[src/rtl/mmx_pkg.sv]
package mmx_pkg;

    typedef enum logic {
        MODE_DECODE    = 1'b0,
        MODE_BROADCAST = 1'b1
    } mmx_mode_e;

    typedef struct packed {
        logic wr;
        logic rd;
    } mmx_cmd_t;

    function automatic int idx_bits(input int n);
        return (n > 1) ? $clog2(n) : 1;
    endfunction

endpackage

[src/rtl/mmx_decode.sv]
module mmx_decode
    import mmx_pkg::*;
#(
    parameter int        N     = 3,
    parameter int        IDX_W = 2,
    parameter mmx_mode_e MODE  = MODE_DECODE
) (
    input  logic [IDX_W-1:0] idx,
    input  mmx_cmd_t         cmd,
    output logic [N-1:0]     wr_sel,
    output logic [N-1:0]     rd_sel,
    output logic [IDX_W-1:0] rd_port,
    output logic             rd_miss
);
    localparam logic [31:0] N_U = 32'(N);

    logic in_range;

    always_comb begin
        in_range = (32'(idx) < N_U);
        wr_sel   = '0;
        rd_sel   = '0;
        if (MODE == MODE_BROADCAST) begin
            wr_sel    = {N{cmd.wr}};
            rd_sel[0] = cmd.rd;
            rd_port   = '0;
            rd_miss   = 1'b0;
        end else begin
            for (int i = 0; i < N; i++) begin
                wr_sel[i] = cmd.wr && (idx == IDX_W'(i));
                rd_sel[i] = cmd.rd && (idx == IDX_W'(i));
            end
            rd_port = idx;
            rd_miss = !in_range;
        end
    end
endmodule

[src/rtl/mmx_fanout.sv]
module mmx_fanout #(
    parameter int N  = 3,
    parameter int A  = 2,
    parameter int DW = 32
) (
    input  logic [A-1:0]    ofs,
    input  logic [DW-1:0]   wdata,
    input  logic [N-1:0]    wr_sel,
    input  logic [N-1:0]    rd_sel,
    output logic [N*A-1:0]  p_addr,
    output logic [N*DW-1:0] p_wdata,
    output logic [N-1:0]    p_wr,
    output logic [N-1:0]    p_rd
);
    for (genvar g = 0; g < N; g++) begin : g_port
        assign p_addr[g*A +: A]    = ofs;
        assign p_wdata[g*DW +: DW] = wdata;
        assign p_wr[g]             = wr_sel[g];
        assign p_rd[g]             = rd_sel[g];
    end
endmodule

[src/rtl/mmx_rdret.sv]
module mmx_rdret #(
    parameter int N     = 3,
    parameter int IDX_W = 2,
    parameter int DW    = 32
) (
    input  logic             clk,
    input  logic             rst,
    input  logic             rd_issue,
    input  logic [IDX_W-1:0] rd_port,
    input  logic             rd_miss,
    input  logic [N*DW-1:0]  p_rdata,
    input  logic [N-1:0]     p_rvalid,
    output logic [DW-1:0]    host_rdata,
    output logic             host_rvalid
);
    logic             pend_q;
    logic             miss_q;
    logic [IDX_W-1:0] port_q;
    logic [DW-1:0]    sel_data;
    logic             sel_vld;

    always_ff @(posedge clk) begin
        if (rst) begin
            pend_q <= 1'b0;
            miss_q <= 1'b0;
            port_q <= '0;
        end else begin
            pend_q <= rd_issue;
            if (rd_issue) begin
                miss_q <= rd_miss;
                port_q <= rd_port;
            end
        end
    end

    always_comb begin
        sel_data = '0;
        sel_vld  = 1'b0;
        for (int i = 0; i < N; i++) begin
            if (port_q == IDX_W'(i)) begin
                sel_data = p_rdata[i*DW +: DW];
                sel_vld  = p_rvalid[i];
            end
        end
        host_rvalid = pend_q && (miss_q || sel_vld);
        host_rdata  = (pend_q && !miss_q) ? sel_data : '0;
    end
endmodule

[src/rtl/mm_port_mux.sv]
module mm_port_mux
    import mmx_pkg::*;
#(
    parameter int        N     = 3,
    parameter int        A     = 2,
    parameter int        DW    = 32,
    parameter mmx_mode_e MODE  = MODE_DECODE,
    localparam int       IDX_W = idx_bits(N),
    localparam int       HAW   = IDX_W + A
) (
    input  logic            clk,
    input  logic            rst,
    input  logic [HAW-1:0]  host_addr,
    input  logic            host_wr,
    input  logic            host_rd,
    input  logic [DW-1:0]   host_wdata,
    output logic [DW-1:0]   host_rdata,
    output logic            host_rvalid,
    output logic [N*A-1:0]  p_addr,
    output logic [N-1:0]    p_wr,
    output logic [N-1:0]    p_rd,
    output logic [N*DW-1:0] p_wdata,
    input  logic [N*DW-1:0] p_rdata,
    input  logic [N-1:0]    p_rvalid
);
    mmx_cmd_t         cmd;
    logic [N-1:0]     wr_sel;
    logic [N-1:0]     rd_sel;
    logic [IDX_W-1:0] rd_port;
    logic             rd_miss;

    assign cmd = '{wr: host_wr, rd: host_rd};

    mmx_decode #(.N(N), .IDX_W(IDX_W), .MODE(MODE)) u_dec (
        .idx     (host_addr[HAW-1:A]),
        .cmd     (cmd),
        .wr_sel  (wr_sel),
        .rd_sel  (rd_sel),
        .rd_port (rd_port),
        .rd_miss (rd_miss)
    );

    mmx_fanout #(.N(N), .A(A), .DW(DW)) u_fan (
        .ofs     (host_addr[A-1:0]),
        .wdata   (host_wdata),
        .wr_sel  (wr_sel),
        .rd_sel  (rd_sel),
        .p_addr  (p_addr),
        .p_wdata (p_wdata),
        .p_wr    (p_wr),
        .p_rd    (p_rd)
    );

    mmx_rdret #(.N(N), .IDX_W(IDX_W), .DW(DW)) u_ret (
        .clk         (clk),
        .rst         (rst),
        .rd_issue    (host_rd),
        .rd_port     (rd_port),
        .rd_miss     (rd_miss),
        .p_rdata     (p_rdata),
        .p_rvalid    (p_rvalid),
        .host_rdata  (host_rdata),
        .host_rvalid (host_rvalid)
    );
endmodule

[config.mk]
export PLATFORM = sky130hd
export DESIGN_NAME = mm_port_mux
export DESIGN_NICKNAME = d
export VERILOG_FILES = /design/src/rtl/mmx_pkg.sv /design/src/rtl/mmx_decode.sv /design/src/rtl/mmx_fanout.sv /design/src/rtl/mmx_rdret.sv /design/src/rtl/mm_port_mux.sv
export SDC_FILE = /design/constraint.sdc
export NUM_CORES = 1
export LEC_CHECK = 0
export ABC_AREA = 1
export BUFFER_PORTS_ARGS = -buffer_cell sky130_fd_sc_hd__buf_2
export CAP_MARGIN = 10
export CORE_AREA = 4 4 106 108
export CTS_CLUSTER_DIAMETER = 60
export CTS_CLUSTER_SIZE = 30
export DETAILED_ROUTE_END_ITERATION = 8
export DIE_AREA = 0 0 110 112
export PLACE_DENSITY_LB_ADDON = 0.12
export SLEW_MARGIN = 20
export SYNTH_ARGS = -nofsm -noshare
export SYNTH_HDL_FRONTEND = slang
export SYNTH_SLANG_ARGS = --single-unit
[constraint.sdc]
create_clock -name clk -period 1.3 [get_ports clk]
set_input_delay 0.13 -clock clk [delete_from_list [all_inputs] [get_ports clk]]
set_output_delay 0.13 -clock clk [all_outputs]
set_load 0.005 [all_outputs]
### After elaboration in Yosys (flattened, before gate mapping)

Cells that the tools add are included.

| operators by class | value |
|---|---|
| eq/ne operators | 4 |
| reductions and logical operators | 13 |
| magnitude comparators | 1 |
| mux-type cells | 7 |

Operators by type and width:

| operator | number |
|---|---|
| $mux W32 | 4 |
| $logic_and A1 B1 Y1 | 8 |
| $eq A2 B1 Y1 const B | 2 |
| $eq A2 B2 Y1 const B | 2 |
| $logic_not A2 Y1 | 2 |
| $mux W1 | 3 |
| $logic_not A1 Y1 | 2 |
| $lt A2 B2 Y1 const B | 1 |
| $logic_or A1 B1 Y1 | 1 |

| storage, ports and cells | value |
|---|---|
| input bits | 139 |
| output and inout bits | 141 |
| register bits | 4 |
| logic and storage cells | 28 |

### Longest topological paths before layout

Gate-level depths: netlist of the first run.

| logic depth | value |
|---|---|
| depth in word-level cells | 6 |
| mapped depth | 7 |
| gate-level depth less buffers | 5 |

### Cells and area by module

A second synthesis of the first run with hierarchy kept.

| unflattened totals | value |
|---|---|
| cell total of the unflattened synthesis | 362 |
| area, all modules | 2063.2 um2 |

Modules (own cells, without submodules):

| module | sequential area each (um2) | times used | area each (um2) | cells each |
|---|---|---|---|---|
| mmx_rdret | 80.1 | 1 | 1181.1 | 237 |
| mmx_fanout | 0.0 | 1 | 810.8 | 108 |
| mmx_decode | 0.0 | 1 | 71.3 | 17 |

### Worst setup path before layout of the first run

No wires, ideal clock.

| path | value |
|---|---|
| path kind | reg-to-output |
| from | register u_ret.port_q[0] |
| to | output port host_rdata[26] |
| stages on the path, launching flop included | 8 |
| arrival | 888 ps |
| slack | 282 ps |
| cell sequence | dfxtp_1 > buf_6 > inv_2 > buf_6 > nand3_1 > nand3_1 > nand2_1 > inv_1 |

| between the ends | value |
|---|---|
| word-level cells in the longest chain between the ends | 5 |

Ends and longest elaborated chain:

| item | line | source |
|---|---|---|
| start: declaration | mmx_rdret.sv:18 | `logic [IDX_W-1:0] port_q;` |
| start signal: assignment | mmx_rdret.sv:31 | `port_q <= rd_port;` |
| $logic_not A2 Y1 | mmx_rdret.sv:40 | `if (port_q == IDX_W'(i)) begin` |
| $mux W32 (2 in a row) | mmx_rdret.sv:40 |  |
| $mux W32 (*) | mmx_rdret.sv:40 |  |
| $mux W32 (*) | mmx_rdret.sv:46 | `host_rdata = (pend_q && !miss_q) ? sel_data : '0;` |
| end: declaration | mm_port_mux.sv:17 | `output logic [DW-1:0] host_rdata,` |

Mark *: on every way between the ends. The rest lies on a longest branch, timed or not.

### Worst setup path in the final report of the first run

| path | value |
|---|---|
| from | register u_ret.port_q[0] |
| to | output port host_rdata[3] |

The elaborated chain is that of the path after synthesis.

==> impl_metrics.tcl, run 1 <==
set metrics [dict create \
    outcome "finished with violations" \
    violations "negative setup slack" \
    cts.clk_slew.worst_paths_ns 0.03 \
    gp_congestion 0.6867 \
    avgSynthCellArea_sq_um 5.709 \
    netSwitchingFraction_pct 38.78 \
    vias 2157 \
    yosysWarningCount 0 \
    drtPass1Iterations 5 \
    cp_max_fo 14 \
    synth_xor_area_share_pct 0 \
    grtUsageMet2_pct 18.81 \
    via_per_inst 4.085 \
    cp-end-kind "output pin" \
    p_switching_uw 432.3 \
    fin_tns_setup_ns -2.337 \
    ys_seq_elements 4 \
    ant_nets 0 \
    worst_slew_pin_slew_ns 0.2520 \
    core_area_sq_um 10230 \
    gr-usage-met3_pct 2.841 \
    slew_violations 0 \
    yosysUniqueCellTypes 13 \
    fin_skew_ns 0 \
    finalCriticalPeriod_ns 1.392 \
    clockRootBuffer "clkbuf_8" \
    drive_gt1_share_pct 47.70 \
    setup_ws_ns -0.09234 \
    ios 280 \
    chipHeight_microns 112 \
    synth-simple-area-share_pct 41.45 \
    muxShareOfSynthArea_pct 0 \
    fin_hold_ws_ns 0.1104 \
    wl_per_cell_microns 13.62 \
    hold_viol 0 \
    ir_worst_vdd_mv 0.2173 \
    hpwlAfterDp_microns 5848 \
    grtUsageTotal_pct 10.98 \
    grtUsageMet1_pct 12.19 \
    slew_headroom_pct 83.10 \
    synth.cell_area_sq_um 1998 \
    combinationalPowerShare_pct 63.6 \
    final.period_utilization_pct 107.1 \
    cts_max_path_buffers 2 \
    cts_buffers 3 \
    die_width_microns 110 \
    synth_top_family_by_area "buffers and inverters" \
    crit_required_ns 1.17 \
    tritoncts "yes" \
    power.share.sequential_pct 12.9 \
    drtIter0Drc 146 \
    synth_compound_area_share_pct 0.8766 \
    finalSetupViolCount 33 \
    antenna_found_initial 0 \
    syn2layout_area_growth_pct 16.28 \
    hold_path_class "input port to register" \
    busiest_layer "met2" \
    worstPathArrival_ns 1.26 \
    die-area_sq_um 12320 \
    grt_max_degree 22 \
    crit_path_start_kind "register" \
    fillCellCount 1247 \
    htree_levels 1 \
    num_rows 37 \
    yosysSeqAreaShare_pct 4.008 \
    initial_core_util_pct 19.53 \
    port_buffers 143 \
    grt_pass1_vias 2223 \
    p_clk_share_pct 23.5 \
    power_mw 1.115 \
    p_int_uw 682.4 \
    antenna_cells 0 \
    drt_wl_total_microns 7190 \
    clock_latency_ns 0.21 \
    grt_pass1_wl_microns 10780 \
    ff2ff_setup_slack_ns 0.33 \
    layout.nets 533 \
    cts.sinks 4 \
    overflow 0 \
    synthAdderAreaFrac_pct 0 \
    maxCapViolCount 0 \
    synth_fp_nets 489 \
    fin_util_pct 22.71 \
    placedCellCount 524 \
    final_cells 528 \
    crit_type "register to output pin" \
    final_common_cell "buf_2" \
    powerDensity_nw_per_um2 479.7 \
    final_cell_mix "buf_2 (143), nand3_1 (90), nand2_1 (63), inv_1 (37), buf_4 (10)" \
    drc 0 \
    synth_cells 350 \
    rsz0062_at_grt "true" \
    postCtsHoldBufs 0 \
    leakage_nw 1.525 \
    fmax_mhz 718.2 \
]
-- cell type report --
cell class / count / area (sq um) / share of cell area [%]
inverter: 39 / 148.9 / 6.408
timing repair buffer: 161 / 942.2 / 40.55
clock buffer: 3 / 41.29 / 1.777
tap: 136 / 170.2 / 7.324
sequential: 4 / 87.58 / 3.770
multi-input combinational: 185 / 933.4 / 40.17
-- logic make-up after synthesis --
kind of cell           Yosys count
AO/OA/AOI/OAI                    3
buffers and inverters          161
flip-flops                       4
AND/OR/NAND/NOR                182
-- synth_stat cells --
cell / count / area share (%)
buf_4: 106 / 40
nand3_1: 99 / 25
nand2_1: 71 / 13
inv_1: 37 / 7.0
buf_2: 8 / 2.0
buf_6: 8 / 4.5
nor2_1: 7 / 1.3
dfxtp_1: 4 / 4.0
nor3_1: 4 / 1.0
a21oi_1: 2 / 0.50
inv_2: 2 / 0.38
a211oi_1: 1 / 0.38
nor2_8: 1 / 1.0
-- routing by layer --
layer	wire [microns]	share of wire, %	up-vias
li1	-	-	1085
met1	2621	36	919
met2	3448	48	113
met5	0	0	-
met4	328	4.6	0
met3	793	11	40
-- critical path: stages, from the launching register on --
cell and delay [ns]:
dfxtp_4 0.37, nor2_8 0.18, buf_12 0.16, nand2_1 0.05
nand3_1 0.07, nand2_1 0.05, inv_1 0.05, buf_2 0.10
-- path summary, 6_finish.rpt --
| kind | cells after the start | start | endpoint |
|---|---|---|---|
| hold reg to reg | 2 | u_ret.miss_q | u_ret.miss_q |
| setup reg to reg | 3 | u_ret.port_q[0] | u_ret.port_q[0] |
| hold / removal | 2 | rst | u_ret.port_q[1] |
| setup / recovery | 7 | u_ret.port_q[0] | host_rdata[3] |
-- power groups by stage --
stage,sequential (mW),combinational [mW],clock [mW]
global route,0.145,0.800,0.273
finish,0.143,0.709,0.262
CTS,0.144,0.704,0.273
detailed placement,0.146,0.680,0
floorplan,0.134,0.599,0
global placement,0.146,0.686,0
-- timing repair --
item	CTS	global route
resized for setup	14	11
buffers inserted	1	0
pin swaps	1	0
endpoints found under the hold margin	0	0
setup endpoints to repair	33	33
-- flip-flops by register name, summed over array words and instances (netlist names) --
name and cells:
u_ret.port_q 2, u_ret.miss_q 1, u_ret.pend_q 1
-- stage by stage --
stage          cell area [sq um]  setup WS, ns
2_1_floorplan               1998        0.2824
3_3_place_gp                2178       0.09288
3_5_place_dp                2178       0.08608
4_1_cts                     2273       -0.1275
5_1_grt                     2323       -0.1941
6_report                    2323      -0.09234
No activity file was read; power rests on OpenSTA's default activity.
==> run 2: changes to the inputs <==
- CORE_AREA: 4 4 106 108 -> not set
- CORE_ASPECT_RATIO: not set -> 0.5
- CORE_MARGIN: not set -> 4
- CORE_UTILIZATION: not set -> 25
- DIE_AREA: 0 0 110 112 -> not set
- RECOVER_POWER: not set -> 100
==> impl_metrics.tcl, run 2 (synthesized netlist as in run 1, its figures left out) <==
set metrics [dict create \
    powerDensity_nw_per_um2 573.8 \
    placedCellCount 497 \
    hold_path_class "input port to register" \
    final_common_cell "buf_2" \
    crit_required_ns 1.17 \
    worstHoldStart "rst" \
    chipHeight_microns 71.22 \
    cts.sinks 4 \
    grt_pass1_wl_microns 11910 \
    final.period_utilization_pct 113.1 \
    ff2ff_path_depth 3 \
    fin_skew_ns 0 \
    cts_max_path_buffers 2 \
    grtUsageTotal_pct 15.10 \
    whs_path_depth 2 \
    drtPass1Iterations 4 \
    wl_per_cell_microns 15.14 \
    cts_buffers 3 \
    fin_util_pct 29.58 \
    final_cell_mix "buf_2 (136), nand3_1 (99), nand2_1 (71), inv_1 (37), buf_4 (8)" \
    setup_ws_ns -0.1700 \
    die-area_sq_um 9574 \
    outcome "finished with violations" \
    hpwlAfterDp_microns 6406 \
    tritoncts "yes" \
    postCtsHoldBufs 0 \
    grt_pass1_vias 2280 \
    slew_violations 0 \
    violations "negative setup slack" \
    clock_latency_ns 0.22 \
    ios 280 \
    min_to "u_ret.port_q[1]" \
    drive_gt1_share_pct 41.73 \
    drtIter0Drc 104 \
    via_per_inst 4.447 \
    top_register "u_ret.port_q" \
    worstPathArrival_ns 1.34 \
    finalCriticalPeriod_ns 1.470 \
    antenna_found_initial 0 \
    drt_wl_total_microns 7586 \
    hold_viol 0 \
    num_rows 22 \
    cts.clk_slew.worst_paths_ns 0.03 \
    worst_slew_pin_slew_ns 0.2169 \
    finalSetupViolCount 33 \
    top_regs "u_ret.port_q x2, u_ret.miss_q x1, u_ret.pend_q x1" \
    multi_input_area_sq_um 848.3 \
    final_cells 501 \
    rsz0062_at_grt "true" \
    leakage_nw 1.463 \
    seqCellArea_sq_um 82.58 \
    cp-end-kind "output pin" \
    largest_reg_flops 2 \
    overflow 0 \
    die_width_microns 134.4 \
    fmax_mhz 680.3 \
    initial_core_util_pct 26.49 \
    crit_type "register to output pin" \
    grt_max_degree 24 \
    antenna_cells 0 \
    layout.nets 534 \
    htree_levels 1 \
    syn2layout_area_growth_pct 11.65 \
    ff2ff_setup_slack_ns 0.41 \
    ant_nets 0 \
    port_buffers 143 \
    crit_path_start_kind "register" \
    drc 0 \
    power_mw 1.280 \
    vias 2228 \
    fillCellCount 905 \
    cp_max_fo 6 \
    maxCapViolCount 0 \
    ir_worst_vdd_mv 0.5850 \
    clockRootBuffer "clkbuf_16" \
    r2r-end "u_ret.port_q[0]" \
    r2r-start "u_ret.port_q[0]" \
    slew_headroom_pct 85.54 \
    core_area_sq_um 7542 \
    gp_congestion 0.7366 \
]
## run 2: cell count changes in the layout (fill, tap and decap cells not counted), sizes merged
cell and change:
clkbuf +7, buf -6
## run 2: cell type report
| cell class | instances | share of cell area (%) |
|---|---|---|
| timing repair buffer | 162 | 42.29 |
| tap | 108 | 6.057 |
| sequential | 4 | 3.702 |
| multi-input combinational | 185 | 38.03 |
| clock buffer | 3 | 3.365 |
| inverter | 39 | 6.562 |
## run 2: critical path, stage by stage (launching register included)
cell and delay [ns]:
dfxtp_2 0.33, buf_6 0.13, nor2_8 0.16, buf_4 0.17, nand2_1 0.06, nand3_1 0.06
nand2_1 0.05, inv_1 0.06, buf_2 0.10
## run 2: routing by layer
| layer | vias to the layer above | wire [microns] | global-route usage, % |
|---|---|---|---|
| li1 | 1086 | - | - |
| met1 | 994 | 2764 | 17.21 |
| met2 | 130 | 3882 | 27.36 |
| met3 | 18 | 817 | 5.259 |
| met4 | 0 | 122 | 3.725 |
| met5 | - | 0 | 0 |
## run 2: power by group
part / switching [mW] / internal [mW] / leakage, nW
registers: 0.00674 / 0.131 / 0.0337
clock network: 0.0789 / 0.392 / 0.0370
logic: 0.334 / 0.337 / 1.39
total: 0.419 / 0.861 / 1.46
## run 2: how the worst max path moves through the flow
stage	startpoint	to	depth (start not counted)
2_1_floorplan	u_ret.port_q[0]	host_rdata[26]	7
3_3_place_gp	u_ret.port_q[1]	host_rvalid	8
3_5_place_dp	u_ret.port_q[1]	host_rvalid	8
4_1_cts	u_ret.port_q[0]	host_rvalid	8
5_1_grt	u_ret.port_q[1]	host_rdata[6]	8
6_report	u_ret.port_q[1]	host_rdata[1]	8
## run 2: metrics by stage
stage	TNS, ns	setup slack, ns	hold WS, ns	cell area [sq um]
2_1_floorplan	0	0.2824	0.1991	1998
3_3_place_gp	0	0.006499	0.2601	2136
3_5_place_dp	-0.01147	-0.007359	0.2601	2136
4_1_cts	-4.689	-0.1759	0.1116	2236
5_1_grt	-7.487	-0.2664	0.1261	2231
6_report	-4.255	-0.1700	0.1138	2231
## run 2: timing repair
action | CTS | global route
pin swaps | 1 | 1
buffers inserted | 1 | 0
setup endpoints to repair | 33 | 33
endpoints found under the hold margin | 0 | 0
gates resized for setup | 6 | 1
